### config.mk
export PLATFORM = sky130hd
export DESIGN_NAME = mdu_unit
export DESIGN_NICKNAME = d
export VERILOG_FILES = /design/src/rtl/mdu_pkg.sv /design/src/rtl/mdu_seq.sv /design/src/rtl/mdu_datapath.sv /design/src/rtl/mdu_hilo.sv /design/src/rtl/mdu_unit.sv
export SDC_FILE = /design/constraint.sdc
export NUM_CORES = 1
export LEC_CHECK = 0
export BUFFER_PORTS_ARGS = -buffer_cell sky130_fd_sc_hd__buf_4
export CAP_MARGIN = 5
export CORE_UTILIZATION = 45
export DETAILED_ROUTE_END_ITERATION = 7
export HOLD_SLACK_MARGIN = 0.05
export PLACE_DENSITY = 0.61
export SYNTH_ARGS = -nofsm -noshare
export SYNTH_HDL_FRONTEND = slang
export SYNTH_SLANG_ARGS = --single-unit
### constraint.sdc
create_clock -name clk -period 11.7 [get_ports clk]
set_input_delay 1.17 -clock clk [delete_from_list [all_inputs] [get_ports clk]]
set_output_delay 1.17 -clock clk [all_outputs]
set_load 0.02 [all_outputs]
### src/rtl/mdu_pkg.sv
package mdu_pkg;

  // bit 2 = register access, bit 1 = divide / get, bit 0 = unsigned / low
  typedef enum logic [2:0] {
    OP_MUL_S  = 3'b000,
    OP_MUL_U  = 3'b001,
    OP_DIV_S  = 3'b010,
    OP_DIV_U  = 3'b011,
    OP_SET_HI = 3'b100,
    OP_SET_LO = 3'b101,
    OP_GET_HI = 3'b110,
    OP_GET_LO = 3'b111
  } mdu_op_e;

endpackage

### src/rtl/mdu_seq.sv
module mdu_seq #(
  parameter int ITER = 32
) (
  input  logic clk,
  input  logic rst,
  input  logic start,
  output logic busy,
  output logic last
);
  localparam int CW = (ITER > 1) ? $clog2(ITER) : 1;

  logic [CW-1:0] cnt;

  assign last = busy && (cnt == CW'(ITER - 1));

  always_ff @(posedge clk) begin
    if (rst) begin
      busy <= 1'b0;
      cnt  <= '0;
    end else if (start) begin
      busy <= 1'b1;
      cnt  <= '0;
    end else if (busy) begin
      cnt <= cnt + 1'b1;
      if (last) busy <= 1'b0;
    end
  end

  // the top must never launch an operation over a running one
  a_r6_no_restart: assert property (@(posedge clk) disable iff (rst)
    start |-> !busy);

endmodule

### src/rtl/mdu_datapath.sv
module mdu_datapath #(
  parameter int W = 32
) (
  input  logic         clk,
  input  logic         start,
  input  logic         op_div,
  input  logic         op_uns,
  input  logic [W-1:0] a,
  input  logic [W-1:0] b,
  input  logic         step,
  output logic [W-1:0] res_hi,
  output logic [W-1:0] res_lo
);
  localparam int PW = 2 * W;

  logic [PW-1:0] acc;      // {partial high / remainder, multiplier / quotient}
  logic [W-1:0]  opnd;     // multiplicand magnitude or divisor magnitude
  logic [W-1:0]  dvd;      // original dividend, kept for the zero-divisor case
  logic          is_div, neg_q, neg_r, dz;
  logic          cap_sgn;
  logic [PW-1:0] nxt;

  function automatic logic [W-1:0] magnitude(input logic [W-1:0] v, input logic sgn);
    return (sgn && v[W-1]) ? -v : v;
  endfunction

  // shift-add: conditionally add multiplicand into the top half, shift right
  function automatic logic [PW-1:0] mul_step(input logic [PW-1:0] p, input logic [W-1:0] m);
    logic [W:0] s;
    s = {1'b0, p[PW-1:W]} + (p[0] ? {1'b0, m} : {(W+1){1'b0}});
    return {s, p[W-1:1]};
  endfunction

  // restoring: shift left one bit, subtract divisor when it fits
  function automatic logic [PW-1:0] div_step(input logic [PW-1:0] p, input logic [W-1:0] d);
    logic [W:0] t;
    logic [W:0] diff;
    t    = {p[PW-1:W], p[W-1]};
    diff = t - {1'b0, d};
    if (t >= {1'b0, d}) return {diff[W-1:0], p[W-2:0], 1'b1};
    else                return {t[W-1:0],    p[W-2:0], 1'b0};
  endfunction

  assign cap_sgn = ~op_uns;
  assign nxt     = is_div ? div_step(acc, opnd) : mul_step(acc, opnd);

  always_ff @(posedge clk) begin
    if (start) begin
      acc    <= {{W{1'b0}}, magnitude(a, cap_sgn)};
      opnd   <= magnitude(b, cap_sgn);
      dvd    <= a;
      is_div <= op_div;
      neg_q  <= cap_sgn & (a[W-1] ^ b[W-1]);
      neg_r  <= cap_sgn & a[W-1];
      dz     <= op_div & (b == '0);
    end else if (step) begin
      acc <= nxt;
    end
  end

  // sign correction applied to the final step's output
  always_comb begin
    if (!is_div) begin
      {res_hi, res_lo} = neg_q ? -nxt : nxt;
    end else if (dz) begin
      res_lo = '1;
      res_hi = dvd;
    end else begin
      res_lo = neg_q ? -nxt[W-1:0]  : nxt[W-1:0];
      res_hi = neg_r ? -nxt[PW-1:W] : nxt[PW-1:W];
    end
  end

endmodule

### src/rtl/mdu_hilo.sv
module mdu_hilo #(
  parameter int W = 32
) (
  input  logic         clk,
  input  logic         rst,
  input  logic         wr_res,
  input  logic [W-1:0] res_hi,
  input  logic [W-1:0] res_lo,
  input  logic         set_hi,
  input  logic         set_lo,
  input  logic [W-1:0] set_val,
  input  logic         get_hi,
  input  logic         get_lo,
  output logic         rsp_valid,
  output logic [W-1:0] rsp_data
);
  logic [W-1:0] hi_q, lo_q;

  always_ff @(posedge clk) begin
    if (rst) begin
      hi_q <= '0;
      lo_q <= '0;
    end else begin
      if (set_hi)      hi_q <= set_val;
      else if (wr_res) hi_q <= res_hi;
      if (set_lo)      lo_q <= set_val;
      else if (wr_res) lo_q <= res_lo;
    end
  end

  always_ff @(posedge clk) begin
    if (rst) begin
      rsp_valid <= 1'b0;
      rsp_data  <= '0;
    end else begin
      rsp_valid <= get_hi | get_lo;
      if (get_hi)      rsp_data <= hi_q;
      else if (get_lo) rsp_data <= lo_q;
    end
  end

  // a response only ever follows an accepted get
  a_r8_rsp_follows_get: assert property (@(posedge clk) disable iff (rst)
    rsp_valid |-> $past(get_hi | get_lo));

  // a set-low lands in the low word on the next edge
  a_r7_set_lo_lands: assert property (@(posedge clk) disable iff (rst)
    set_lo |=> (lo_q == $past(set_val)));

  // a set-high lands in the high word on the next edge
  a_r7_set_hi_lands: assert property (@(posedge clk) disable iff (rst)
    set_hi |=> (hi_q == $past(set_val)));

  // a set is held off, so it never collides with a result write
  a_r9_no_set_on_result: assert property (@(posedge clk) disable iff (rst)
    wr_res |-> !(set_hi || set_lo));

endmodule

### src/rtl/mdu_unit.sv
module mdu_unit
  import mdu_pkg::*;
#(
  parameter int W = 32
) (
  input  logic         clk,
  input  logic         rst,
  input  logic         cmd_valid,
  output logic         cmd_ready,
  input  logic [2:0]   cmd_op,
  input  logic [W-1:0] cmd_a,
  input  logic [W-1:0] cmd_b,
  output logic         busy,
  output logic         rsp_valid,
  output logic [W-1:0] rsp_data
);
  localparam int KW = $clog2(W + 2);

  mdu_op_e      op;
  logic         accept, start, last;
  logic         set_hi, set_lo, get_hi, get_lo;
  logic [W-1:0] res_hi, res_lo;

  assign op        = mdu_op_e'(cmd_op);
  assign cmd_ready = ~busy;
  assign accept    = cmd_valid & cmd_ready;
  assign start     = accept & ~cmd_op[2];
  assign set_hi    = accept & (op == OP_SET_HI);
  assign set_lo    = accept & (op == OP_SET_LO);
  assign get_hi    = accept & (op == OP_GET_HI);
  assign get_lo    = accept & (op == OP_GET_LO);

  mdu_seq #(.ITER(W)) u_seq (
    .clk   (clk),
    .rst   (rst),
    .start (start),
    .busy  (busy),
    .last  (last)
  );

  mdu_datapath #(.W(W)) u_dp (
    .clk    (clk),
    .start  (start),
    .op_div (cmd_op[1]),
    .op_uns (cmd_op[0]),
    .a      (cmd_a),
    .b      (cmd_b),
    .step   (busy),
    .res_hi (res_hi),
    .res_lo (res_lo)
  );

  mdu_hilo #(.W(W)) u_regs (
    .clk       (clk),
    .rst       (rst),
    .wr_res    (last),
    .res_hi    (res_hi),
    .res_lo    (res_lo),
    .set_hi    (set_hi),
    .set_lo    (set_lo),
    .set_val   (cmd_a),
    .get_hi    (get_hi),
    .get_lo    (get_lo),
    .rsp_valid (rsp_valid),
    .rsp_data  (rsp_data)
  );

  // independent cycle count for the busy window check
  logic [KW-1:0] chk_cnt;
  always_ff @(posedge clk) begin
    if (rst)        chk_cnt <= '0;
    else if (start) chk_cnt <= '0;
    else if (busy)  chk_cnt <= chk_cnt + 1'b1;
  end

  // busy drops exactly W cycles after the operation was accepted
  a_r6_busy_window: assert property (@(posedge clk) disable iff (rst)
    $fell(busy) |-> (chk_cnt == KW'(W)));

  // no get is accepted while an operation is running
  a_r8_get_stalled: assert property (@(posedge clk) disable iff (rst)
    busy |-> !(get_hi || get_lo));

endmodule

==> impl_metrics.csv, run 1 <==
group,metric,value,unit
floorplanning,die-height,204,µm
sta,timing_max_transition_violations_final,0,
routing,num_vias,17400,
routing,number_of_drc_markers_after_the_initial_detailed_route_iteration,1756,
cells_and_area,drive_above_1_share,11.5,%
global_route,grt_start_max_net_pins,150,
global_route,grtUsageTotal,30.1,%
synthesis,ys_async_sr_fraction,0,%
worst_setup_path,cp_max_fanout,21,
global_route,groute.layer.met3.usage,4.57,%
place,gp_congestion,0.945,
synthesis,synth_area_per_cell,8.30,µm²
sta,post-route-min-period,6640,ps
cts,clkLatencyLatePin,570,ps
cts,path_clk_slew,60,ps
floorplanning,top_level_ports,105,
worst_setup_path,required,12170,ps
sta,tightestPinTransition,1100,ps
worst_hold_path,worst_hold_path_type,"register to register",
cts,post_cts_hold_buffer_count,0,
status,outcome,"finished, final reports clean",
synthesis,post_synth_instance_area,18300,µm²
sta,worst_hold_margin,494,ps
cells_and_area,insertedDiodeCount,0,
worst_setup_path,timing.critical_path.from_type,"register",
worst_setup_path,end_kind,"register",
cts,tritoncts,"yes",
cells_and_area,fill_cells,3850,
sta,fin_crit_sh,56.7,%
synthesis,yosysTopAreaCell,"sky130_fd_sc_hd__edfxtp_1",
synthesis,synth_enable_flop_cells,100,
global_route,antenna_found_initial,1,
pwr,peak_supply_drop,0.0972,mV
cts,deepest_clock_path_buffer_count,3,
global_route,gr-total-overflow,0,
synthesis,synth_top_area_share,16.4,%
pwr,report.power.total,3270,µW
sta,max-slew-margin-rel,25.8,%
synthesis,seq_area_frac_synth,31.2,%
sta,clock.fmax,151,MHz
global_route,gr-usage-met2,45.5,%
worst_setup_path,cp_class,"register to register",
routing,ant_nets,0,
sta,finalHoldViolations,0,
routing,wl_per_cell,23.0,µm
cts,postCtsSetupBuffers,0,
synthesis,synth.area.top_cells,"sky130_fd_sc_hd__edfxtp_1 (16%), sky130_fd_sc_hd__dfxtp_1 (15%), sky130_fd_sc_hd__a21oi_1 (5.0%), sky130_fd_sc_hd__xnor2_1 (5.0%), sky130_fd_sc_hd__ha_1 (4.8%)",
synthesis,synth_cell_types,121,
routing,post_drt_via_cell_ratio,6.30,
synthesis,ys_warn_count,0,
cts,post_cts.resized_instances,0,
job,count_of_max_cap_constraint_violations,0,
synthesis,syn_nets,2343,
sta,grt_setup_unrepaired,"no",
global_route,met1_usage,44.3,%
sta,setup-tns-final,0,ps
pwr,power_density,162,nW/µm²
floorplanning,core_area,39900,µm²
floorplanning,std_cell_rows,73,
global_route,grt_pass1_vias,16100,
cts,clk_root_buffer_cell,"sky130_fd_sc_hd__clkbuf_16",
sta,worst_clock_skew,15.2,ps
pwr,static-leakage-power,0.00776,µW
routing,drc,0,
synthesis,postSynthCellCount,2201,
floorplanning,floorplan.initialDensity,45.8,%
global_route,grt_pass1_wl,96.9,mm
place,numPortBuffers,104,
synthesis,ys_ff_latch,235,
place,place.detailed.hpwl,46.9,mm
cells_and_area,design.final.nets,2356,
floorplanning,chipWidth,204,µm
worst_setup_path,worst_ep_arrival_time,7100,ps
cts,number_of_buffers_added_by_the_clock_tree_synthesis_step,29,
routing,detail_route.first_pass.iterations,6,
global_route,gr-max-usage-layer,"met2",
cts,ctsHtreeMaxLevel,1,
cts,cts.sinks,235,
routing,totalWireLength,63.5,mm
cells_and_area,syn_to_final_growth,10.1,%
floorplanning,floorplan.die_area,41400,µm²
synthesis,dominantRegCellSynth,"sky130_fd_sc_hd__dfxtp_1",
sta,report.final.setup_viol,0,
## critical path: stages, from the launching register on
cell and delay (ps):
sky130_fd_sc_hd__edfxtp_1 340, sky130_fd_sc_hd__inv_1 50, sky130_fd_sc_hd__ha_1 440, sky130_fd_sc_hd__a21oi_1 300, sky130_fd_sc_hd__o21ai_1 190, sky130_fd_sc_hd__a32oi_1 270, sky130_fd_sc_hd__nand2_1 360, sky130_fd_sc_hd__nor3_2 250
sky130_fd_sc_hd__buf_4 320, sky130_fd_sc_hd__a21oi_1 150, sky130_fd_sc_hd__inv_1 150, sky130_fd_sc_hd__ha_1 190, sky130_fd_sc_hd__nor3b_1 260, sky130_fd_sc_hd__o221ai_1 250, sky130_fd_sc_hd__or4b_2 830, sky130_fd_sc_hd__or2_4 320
sky130_fd_sc_hd__nor2_4 200, sky130_fd_sc_hd__nand2_1 110, sky130_fd_sc_hd__nor3_2 250, sky130_fd_sc_hd__nand3_1 210, sky130_fd_sc_hd__or2_2 350, sky130_fd_sc_hd__o31ai_1 250, sky130_fd_sc_hd__xor2_1 180, sky130_fd_sc_hd__a211oi_1 90
sky130_fd_sc_hd__a32o_1 240
## synthesized netlist by cell type, types with 10 or more instances
cell and count:
sky130_fd_sc_hd__nor2_1 213, sky130_fd_sc_hd__nand2_1 198, sky130_fd_sc_hd__a21oi_1 184, sky130_fd_sc_hd__o21ai_0 139
sky130_fd_sc_hd__dfxtp_1 135, sky130_fd_sc_hd__xnor2_1 104, sky130_fd_sc_hd__edfxtp_1 100, sky130_fd_sc_hd__clkbuf_1 86
sky130_fd_sc_hd__xor2_1 76, sky130_fd_sc_hd__ha_1 70, sky130_fd_sc_hd__inv_1 70, sky130_fd_sc_hd__mux2i_1 66
sky130_fd_sc_hd__nor3_1 62, sky130_fd_sc_hd__a211oi_1 47, sky130_fd_sc_hd__and2_1 47, sky130_fd_sc_hd__a221oi_1 34
sky130_fd_sc_hd__a31oi_1 34, sky130_fd_sc_hd__a21o_1 29, sky130_fd_sc_hd__nand4_1 27, sky130_fd_sc_hd__nand3_1 26
sky130_fd_sc_hd__nor4_1 24, sky130_fd_sc_hd__a22o_1 23, sky130_fd_sc_hd__o211ai_1 21, sky130_fd_sc_hd__o31ai_1 21
sky130_fd_sc_hd__buf_1 20, sky130_fd_sc_hd__or3_1 20, sky130_fd_sc_hd__o22ai_1 16, sky130_fd_sc_hd__buf_2 15
sky130_fd_sc_hd__o21a_1 15, sky130_fd_sc_hd__nand2b_1 14, sky130_fd_sc_hd__nor3b_1 11, sky130_fd_sc_hd__or2_2 11
sky130_fd_sc_hd__mux2_2 10, sky130_fd_sc_hd__nor2b_1 10
## cells in the final DEF, fill, tap and decap left out, types with 14 or more instances in the layout
cell / count
sky130_fd_sc_hd__nor4_1: 24
sky130_fd_sc_hd__a21o_1: 29
sky130_fd_sc_hd__o211ai_1: 21
sky130_fd_sc_hd__o31ai_1: 21
sky130_fd_sc_hd__xnor2_1: 104
sky130_fd_sc_hd__inv_1: 70
sky130_fd_sc_hd__mux2i_1: 66
sky130_fd_sc_hd__o21a_1: 15
sky130_fd_sc_hd__o22ai_1: 16
sky130_fd_sc_hd__a22o_1: 23
sky130_fd_sc_hd__a211oi_1: 47
sky130_fd_sc_hd__edfxtp_1: 100
sky130_fd_sc_hd__buf_4: 127
sky130_fd_sc_hd__clkbuf_16: 31
sky130_fd_sc_hd__dfxtp_1: 135
sky130_fd_sc_hd__or3_1: 20
sky130_fd_sc_hd__and2_1: 46
sky130_fd_sc_hd__o21ai_0: 139
sky130_fd_sc_hd__nand2_1: 198
sky130_fd_sc_hd__nor3_1: 61
sky130_fd_sc_hd__a31oi_1: 34
sky130_fd_sc_hd__a221oi_1: 34
sky130_fd_sc_hd__xor2_1: 76
sky130_fd_sc_hd__nand3_1: 26
sky130_fd_sc_hd__ha_1: 70
sky130_fd_sc_hd__nand4_1: 27
sky130_fd_sc_hd__nor2_1: 211
sky130_fd_sc_hd__a21oi_1: 184
sky130_fd_sc_hd__nand2b_1: 14
## kinds of logic (layout without fill, tap and decap cells)
kind of cell / count (synthesis) / count (layout) / synth area share (%)
and+or+nand+nor: 724 / 724 / 19.8
AOI/OAI and AO/OA: 693 / 693 / 25.5
DFF: 235 / 235 / 31.2
buffers and inverters: 220 / 255 / 5.52
xor gates and xnor gates: 180 / 180 / 8.63
muxes: 77 / 77 / 4.31
adders and majority gates: 72 / 72 / 5.01
## metal layers
layer | wire (µm) | vias to the layer above
li1 | - | 8192
met1 | 29300 | 8366
met2 | 27400 | 740
met3 | 5110 | 104
met4 | 1710 | 2
met5 | 10 | -
## area by class of cell
class,count,area (µm²),area share [%]
sequential,235,5710,28.4
tap,525,657,3.26
clock buffer,41,833,4.14
clock inverter,12,96.3,0.479
inverter,74,280,1.39
multi-input combinational,1746,11600,57.5
timing repair buffer,128,973,4.84
## final timing paths
path,endpoint,from,slack [ps],cells past startpoint
max,u_regs.hi_q[30]$_SDFFE_PP0P_,u_dp.opnd[20]$_DFFE_PP_,5060,24
min,u_regs.hi_q[4]$_SDFFE_PP0P_,u_regs.hi_q[4]$_SDFFE_PP0P_,490,2
max reg2reg,u_regs.hi_q[30]$_SDFFE_PP0P_,u_dp.opnd[20]$_DFFE_PP_,5060,24
min reg2reg,u_regs.hi_q[4]$_SDFFE_PP0P_,u_regs.hi_q[4]$_SDFFE_PP0P_,490,2
## report_power, final
group	internal, µW	switching [µW]	total [µW]	leakage [µW]
clock network	517	375	892	0.000454
registers	932	74.4	1010	0.00204
logic	504	866	1370	0.00527
## registers in the layout (all words and copies together) (netlist names), 5 cells and up
register and count:
u_regs.lo_q 32, u_regs.hi_q 32, u_dp.acc 64, u_seq.cnt 5
u_dp.dvd 32, u_dp.opnd 32, u_regs.rsp_data 32
## per-stage QoR
step | utilization (%) | setup slack (ps) | std cells | instance area, µm²
2_1_floorplan | - | 6020 | 2201 | 18300
3_3_place_gp | 48.1 | 5460 | 2708 | 19200
3_5_place_dp | 48.1 | 5160 | 2708 | 19200
4_1_cts | 50.4 | 5170 | 2761 | 20100
5_1_grt | 50.4 | 4640 | 2761 | 20100
6_report | 50.4 | 5060 | 2761 | 20100
No activity file was read; power rests on OpenSTA's default activity.
==> run 2: changes to the inputs <==
--- a/config.mk
+++ b/config.mk
@@ -10,7 +10,7 @@
 export CORE_UTILIZATION = 45
 export DETAILED_ROUTE_END_ITERATION = 7
 export HOLD_SLACK_MARGIN = 0.05
-export PLACE_DENSITY = 0.61
+export PLACE_DENSITY = 0.63
 export SYNTH_ARGS = -nofsm -noshare
 export SYNTH_HDL_FRONTEND = slang
 export SYNTH_SLANG_ARGS = --single-unit
==> constraint.sdc (replaced) <==
create_clock -name clk -period 5.63 [get_ports clk]
set_input_delay 0.563 -clock clk [delete_from_list [all_inputs] [get_ports clk]]
set_output_delay 0.563 -clock clk [all_outputs]
set_load 0.02 [all_outputs]
==> impl_metrics.csv, run 2 (synthesis gave the netlist of run 1 again) <==
group,metric,value,unit
worst_setup_path,critical_path.endpoint,"u_regs.hi_q[30]$_SDFFE_PP0P_",
cts,cts.sinks,235,
cells_and_area,drive_above_1_share,14.6,%
routing,number_of_drc_markers_after_the_initial_detailed_route_iteration,1898,
sta,setup-tns-final,0,ps
global_route,antenna_found_initial,1,
routing,drc,0,
worst_setup_path,worst_ep_arrival_time,5870,ps
place,detailed_place.area,19600,µm²
status,outcome,"finished, final reports clean",
floorplanning,top_level_ports,105,
floorplanning,core_area,39900,µm²
cts,number_of_buffers_added_by_the_clock_tree_synthesis_step,28,
floorplanning,floorplan.die_area,41400,µm²
worst_setup_path,reg2reg_setup_slack,240,ps
floorplanning,chipWidth,204,µm
worst_setup_path,regToRegEndpoint,"u_regs.hi_q[30]$_SDFFE_PP0P_",
cells_and_area,final_common_cell,"sky130_fd_sc_hd__nor2_1",
place,placedCellCount,2769,
worst_setup_path,timing.reg2reg.worst_path_depth,17,
floorplanning,die-height,204,µm
cts,path_clk_slew,70,ps
place,place.detailed.hpwl,49.7,mm
sta,post-route-min-period,5390,ps
floorplanning,floorplan.initialDensity,45.8,%
floorplanning,std_cell_rows,73,
job,count_of_max_cap_constraint_violations,0,
global_route,grt_pass1_vias,16700,
pwr,peak_supply_drop,0.252,mV
sta,report.final.setup_viol,0,
routing,totalWireLength,66.1,mm
cts,tritoncts,"yes",
global_route,grt_start_max_net_pins,66,
routing,wl_per_cell,23.4,µm
sta,clock.fmax,186,MHz
cts,deepest_clock_path_buffer_count,3,
pwr,p_sw_share,40.3,%
global_route,grtUsageTotal,31.7,%
routing,ant_nets,0,
pwr,intPower,4190,µW
cells_and_area,design.final.nets,2417,
cts,clk_root_buffer_cell,"sky130_fd_sc_hd__clkbuf_16",
cts,clkLatencyLatePin,580,ps
sta,grt_setup_unrepaired,"no",
routing,num_vias,17800,
sta,finalHoldViolations,0,
routing,detail_route.first_pass.iterations,6,
sta,timing_max_transition_violations_final,0,
pwr,report.power.total,7030,µW
worst_setup_path,end_kind,"register",
pwr,p_sw,2840,µW
sta,worst_clock_skew,18.6,ps
worst_setup_path,timing.critical_path.from_type,"register",
worst_setup_path,cp_class,"register to register",
cells_and_area,area_of_all_placed_cells_without_fillers,20700,µm²
pwr,power.clock.fraction,27.3,%
worst_setup_path,required,6110,ps
cells_and_area,insertedDiodeCount,0,
cells_and_area,most_frequent_cells_in_the_layout,"sky130_fd_sc_hd__nor2_1 (212), sky130_fd_sc_hd__nand2_1 (197), sky130_fd_sc_hd__buf_4 (189), sky130_fd_sc_hd__a21oi_1 (179), sky130_fd_sc_hd__o21ai_0 (139)",
routing,post_drt_via_cell_ratio,6.29,
place,gp_congestion,0.941,
cts,post_cts_hold_buffer_count,0,
sta,tightestPinTransition,1080,ps
cells_and_area,largest_reg_flops,64,
cells_and_area,syn_to_final_growth,13.0,%
worst_setup_path,worstReg2RegStart,"u_dp.acc[0]$_DFFE_PP_",
place,numPortBuffers,104,
cells_and_area,fill_cells,3831,
pwr,static-leakage-power,0.00808,µW
global_route,grt_pass1_wl,101,mm
pwr,power_frac_seq,29.6,%
cells_and_area,max_flop_register,"u_dp.acc",
worst_hold_path,worst_hold_path_type,"primary input to register",
pwr,power_density,340,nW/µm²
worst_setup_path,critPathLaunch,"u_dp.acc[0]$_DFFE_PP_",
global_route,gr-total-overflow,0,
cts,ctsHtreeMaxLevel,1,
cells_and_area,fin_util,51.8,%
sta,fin_crit_sh,95.7,%
sta,max-slew-margin-rel,28.0,%
cells_and_area,final_cell_count_no_fill,2822,
pwr,power.share.combinational,43.1,%
worst_setup_path,cp_max_fanout,7,
[run 2: cell count changes in the layout (fill, tap and decap cells not counted), sizes merged]
cell      before  now
buf          128  190
bufinv         1    2
clkbuf        41   35
clkinv        11    9
clkinvlp       2    3
inv           72   77
[run 2: final cells by class]
class	instances	area [µm²]	share of cell area (%)
clock buffer	35	790	3.82
clock inverter	17	160	0.775
inverter	74	280	1.36
multi-input combinational	1746	11600	56.3
sequential	235	5710	27.6
tap	525	657	3.18
timing repair buffer	190	1440	6.97
[run 2: worst max-delay path, cell delays in order (launching register included)]
cell and delay (ps):
sky130_fd_sc_hd__edfxtp_1 580, sky130_fd_sc_hd__and2_1 230, sky130_fd_sc_hd__ha_1 220, sky130_fd_sc_hd__fa_1 440
sky130_fd_sc_hd__a211oi_1 340, sky130_fd_sc_hd__o21ai_0 200, sky130_fd_sc_hd__o21ai_0 410, sky130_fd_sc_hd__o211ai_1 350
sky130_fd_sc_hd__xor2_1 230, sky130_fd_sc_hd__o22ai_1 170, sky130_fd_sc_hd__a31oi_1 160, sky130_fd_sc_hd__nor4_1 310
sky130_fd_sc_hd__or4b_1 620, sky130_fd_sc_hd__buf_4 220, sky130_fd_sc_hd__o31ai_2 240, sky130_fd_sc_hd__xor2_1 250
sky130_fd_sc_hd__a211oi_2 110, sky130_fd_sc_hd__a32o_1 210
[run 2: worst min path at each step]
stage	start	endpoint	slack, ps	cells after the start
final	cmd_b[0]	u_dp.opnd[0]$_DFFE_PP_	210	1
after global routing	cmd_b[0]	u_dp.opnd[0]$_DFFE_PP_	200	1
after CTS	cmd_b[0]	u_dp.opnd[0]$_DFFE_PP_	200	1
after detailed placement	u_regs.lo_q[25]$_SDFFE_PP0P_	u_regs.lo_q[25]$_SDFFE_PP0P_	480	2
after global placement	u_regs.lo_q[25]$_SDFFE_PP0P_	u_regs.lo_q[25]$_SDFFE_PP0P_	470	2
after floorplan	u_regs.lo_q[17]$_SDFFE_PP0P_	u_regs.lo_q[17]$_SDFFE_PP0P_	460	2
[run 2: power groups by stage]
stage / Sequential (µW) / Clock [µW] / Combinational [µW]
floorplan: 2070 / 0 / 2070
global placement: 2110 / 0 / 2930
detailed placement: 2120 / 0 / 2940
CTS: 2080 / 1940 / 2960
global route: 2100 / 2000 / 3280
finish: 2080 / 1920 / 3030
[run 2: what timing repair did]
item	in CTS	in global routing
endpoints found under the setup margin	1	3
pin swaps	0	3
resized for setup	1	13
buffers inserted	0	1
[run 2: through the flow]
step / hold WS, ps / worst slack [ps]
2_1_floorplan: 455 / 69.9
3_3_place_gp: 466 / 133
3_5_place_dp: 481 / -46.5
4_1_cts: 199 / 30.3
5_1_grt: 200 / 43.9
6_report: 213 / 241
[run 2: metal layers]
| layer | wire length (µm) | global-route usage [%] | vias to the layer above |
|---|---|---|---|
| met5 | 0 | 0 | - |
| met4 | 2200 | 10.3 | 0 |
| met3 | 5630 | 6.15 | 128 |
| met2 | 28400 | 47.5 | 779 |
| met1 | 29900 | 45.3 | 8541 |
| li1 | - | - | 8312 |
==> run 3: changes to the inputs <==
--- a/config.mk
+++ b/config.mk
@@ -5,6 +5,7 @@
 export SDC_FILE = /design/constraint.sdc
 export NUM_CORES = 1
 export LEC_CHECK = 0
+export ABC_AREA = 1
 export BUFFER_PORTS_ARGS = -buffer_cell sky130_fd_sc_hd__buf_4
 export CAP_MARGIN = 5
 export CORE_UTILIZATION = 45
==> impl_metrics.csv, run 3 <==
group,metric,value,unit
status,outcome,"finished, final reports clean",
global_route,antenna_found_initial,3,
synthesis,yosysTopAreaCell,"sky130_fd_sc_hd__nand2_1",
cells_and_area,drive_above_1_share,9.25,%
routing,num_vias,22600,
synthesis,postSynthCellCount,3305,
routing,wl_per_cell,22.1,µm
place,placedCellCount,3918,
worst_setup_path,maximum_cell_stage_delay_along_the_critical_path,400,ps
floorplanning,floorplan.initialDensity,45.9,%
routing,ant_nets,0,
worst_setup_path,timing.critical_path.from_type,"register",
synthesis,ys_async_sr_fraction,0,%
worst_setup_path,required,6120,ps
place,gp_congestion,1.04,
synthesis,synth_top_area_share,18.8,%
cts,postCtsSetupBuffers,0,
floorplanning,top_level_ports,105,
synthesis,synth_area_per_cell,6.18,µm²
place,detailed_place.area,21700,µm²
synthesis,syn_nets,3447,
pwr,power.clock.fraction,24.5,%
pwr,power.share.combinational,49.1,%
cells_and_area,insertedDiodeCount,0,
cts,deepest_clock_path_buffer_count,3,
global_route,gr-total-overflow,0,
worst_setup_path,cp_class,"register to register",
routing,number_of_drc_markers_after_the_initial_detailed_route_iteration,3002,
cells_and_area,largest_reg_flops,64,
synthesis,synth_most_common_cell,"sky130_fd_sc_hd__nand2_1",
floorplanning,floorplan.die_area,46200,µm²
synthesis,ys_ff_latch,235,
synthesis,seq_area_frac_synth,27.9,%
cells_and_area,max_flop_register,"u_dp.acc",
pwr,power_frac_seq,26.4,%
cts,clk_root_buffer_cell,"sky130_fd_sc_hd__clkbuf_16",
pwr,power_density,352,nW/µm²
synthesis,synthTopCellsByCount,"sky130_fd_sc_hd__nand2_1 (1020), sky130_fd_sc_hd__inv_1 (462), sky130_fd_sc_hd__nor2_1 (313)",
floorplanning,std_cell_rows,77,
cells_and_area,area_of_all_placed_cells_without_fillers,22700,µm²
sta,tightestPinTransition,1160,ps
sta,fin_crit_sh,91.6,%
synthesis,synth_enable_flop_cells,100,
routing,drc,0,
pwr,intPower,4180,µW
synthesis,dominantRegCellSynth,"sky130_fd_sc_hd__dfxtp_1",
worst_setup_path,timing.critical_path.mode_cell,"sky130_fd_sc_hd__nand2_1",
worst_setup_path,end_kind,"register",
global_route,grt_pass1_vias,20900,
global_route,grtUsageTotal,37.3,%
worst_setup_path,timing.reg2reg.worst_path_depth,33,
sta,report.final.setup_viol,0,
job,count_of_max_cap_constraint_violations,0,
pwr,p_sw_share,47.6,%
place,place.detailed.hpwl,69.1,mm
pwr,static-leakage-power,0.0112,µW
global_route,grt_start_max_net_pins,134,
sta,finalHoldViolations,0,
cts,path_clk_slew,60,ps
cts,post_cts_hold_buffer_count,0,
sta,grt_setup_unrepaired,"no",
sta,setup-tns-final,0,ps
sta,max-slew-margin-rel,22.5,%
cts,post_cts.resized_instances,0,
routing,totalWireLength,87.7,mm
worst_hold_path,hold_depth,1,
pwr,p_sw,3800,µW
cts,ctsHtreeMaxLevel,1,
synthesis,synth.area.top_cells,"sky130_fd_sc_hd__nand2_1 (19%), sky130_fd_sc_hd__edfxtp_1 (15%), sky130_fd_sc_hd__dfxtp_1 (13%), sky130_fd_sc_hd__inv_1 (8.5%), sky130_fd_sc_hd__nand3_1 (6.3%)",
cells_and_area,most_frequent_cells_in_the_layout,"sky130_fd_sc_hd__nand2_1 (1019), sky130_fd_sc_hd__inv_1 (460), sky130_fd_sc_hd__nor2_1 (312), sky130_fd_sc_hd__nand3_1 (259), sky130_fd_sc_hd__o21ai_0 (207)",
cts,tritoncts,"yes",
cells_and_area,syn_to_final_growth,10.9,%
cts,cts.sinks,235,
pwr,peak_supply_drop,0.262,mV
routing,detail_route.first_pass.iterations,6,
synthesis,synth_cell_types,63,
synthesis,post_synth_instance_area,20400,µm²
synthesis,ys_warn_count,0,
sta,clock.fmax,194,MHz
sta,worst_clock_skew,12.4,ps
worst_setup_path,slowest_cell_on_crit_path,"sky130_fd_sc_hd__edfxtp_1",
worst_hold_path,worst_hold_path_type,"primary input to register",
global_route,grt_pass1_wl,131,mm
floorplanning,die-height,215,µm
routing,post_drt_via_cell_ratio,5.68,
worst_setup_path,worst_ep_arrival_time,5650,ps
cts,clkLatencyLatePin,590,ps
cells_and_area,final_common_cell,"sky130_fd_sc_hd__nand2_1",
place,numPortBuffers,104,
sta,post-route-min-period,5160,ps
floorplanning,chipWidth,215,µm
cts,number_of_buffers_added_by_the_clock_tree_synthesis_step,30,
worst_setup_path,cp_max_fanout,31,
sta,worst_hold_margin,172,ps
floorplanning,core_area,44500,µm²
cells_and_area,final_cell_count_no_fill,3974,
cells_and_area,design.final.nets,3500,
sta,timing_max_transition_violations_final,0,
[run 3: changes by cell type after synthesis, moves of 27 or more]
cell / delta
sky130_fd_sc_hd__nand2_1: +822
sky130_fd_sc_hd__inv_1: +392
sky130_fd_sc_hd__nand3_1: +233
sky130_fd_sc_hd__nor2_1: +100
sky130_fd_sc_hd__xnor2_1: -81
sky130_fd_sc_hd__o21ai_0: +68
sky130_fd_sc_hd__mux2i_1: -63
sky130_fd_sc_hd__a211oi_1: -44
sky130_fd_sc_hd__and2_1: -39
sky130_fd_sc_hd__a221oi_1: -33
sky130_fd_sc_hd__a21o_1: -27
sky130_fd_sc_hd__nor3_1: -27
[run 3: power groups by stage]
stage               clock network [µW]  logic, µW  registers [µW]
floorplan                            0       2500            2070
global placement                     0       3790            2130
detailed placement                   0       3780            2140
CTS                               1970       3800            2100
global route                      2030       4240            2120
finish                            1950       3920            2110
[run 3: kinds of logic after synthesis]
group,after synthesis,share of synthesized area [%]
compound gates,501,13.9
xor+xnor,91,3.90
fa+ha+maj,72,4.49
simple gates,1800,37.9
flops,235,27.9
buf+inv,603,11.8
mux,3,0.147
[run 3: final timing paths]
path | startpoint | end | slack (ps)
hold / removal | cmd_a[3] | u_dp.dvd[3]$_DFFE_PP_ | 170
setup / recovery | u_dp.opnd[8]$_DFFE_PP_ | u_regs.hi_q[22]$_SDFFE_PP0P_ | 470
setup reg to reg | u_dp.opnd[8]$_DFFE_PP_ | u_regs.hi_q[22]$_SDFFE_PP0P_ | 470
hold reg to reg | u_regs.rsp_data[13]$_SDFFE_PP0P_ | u_regs.rsp_data[13]$_SDFFE_PP0P_ | 450
[run 3: area by class of cell]
| type | count | area (µm²) |
|---|---|---|
| fill | 4710 | 21900 |
| tap | 592 | 741 |
| clock inverter | 11 | 106 |
| multi-input combinational | 2467 | 12300 |
| timing repair buffer | 144 | 1110 |
| sequential | 235 | 5710 |
| clock buffer | 45 | 860 |
| inverter | 480 | 1800 |
[run 3: worst max-delay path: cells and delay by family (launching register included)]
kind	cells	cell delay (ps)
simple gates	25	3570
compound gates	1	190
fa+ha+maj	2	560
flops	1	400
buf+inv	5	280
[run 3: metrics by stage]
stage	power (µW)	worst slack (ps)	utilization, %
finish	7980	471	50.9
global route	8390	83.7	50.9
CTS	7870	636	50.9
detailed placement	5910	651	48.7
global placement	5920	682	48.7
floorplan	4570	1930	-
[run 3: per-layer routing]
layer  vias up  wire length, µm  global-route usage (%)
met5         -               27                       0
met4         4             2210                    8.30
met3       157            11300                    11.6
met2      1252            34500                    52.1
met1     10400            39700                    55.4
li1      10800                -                       -
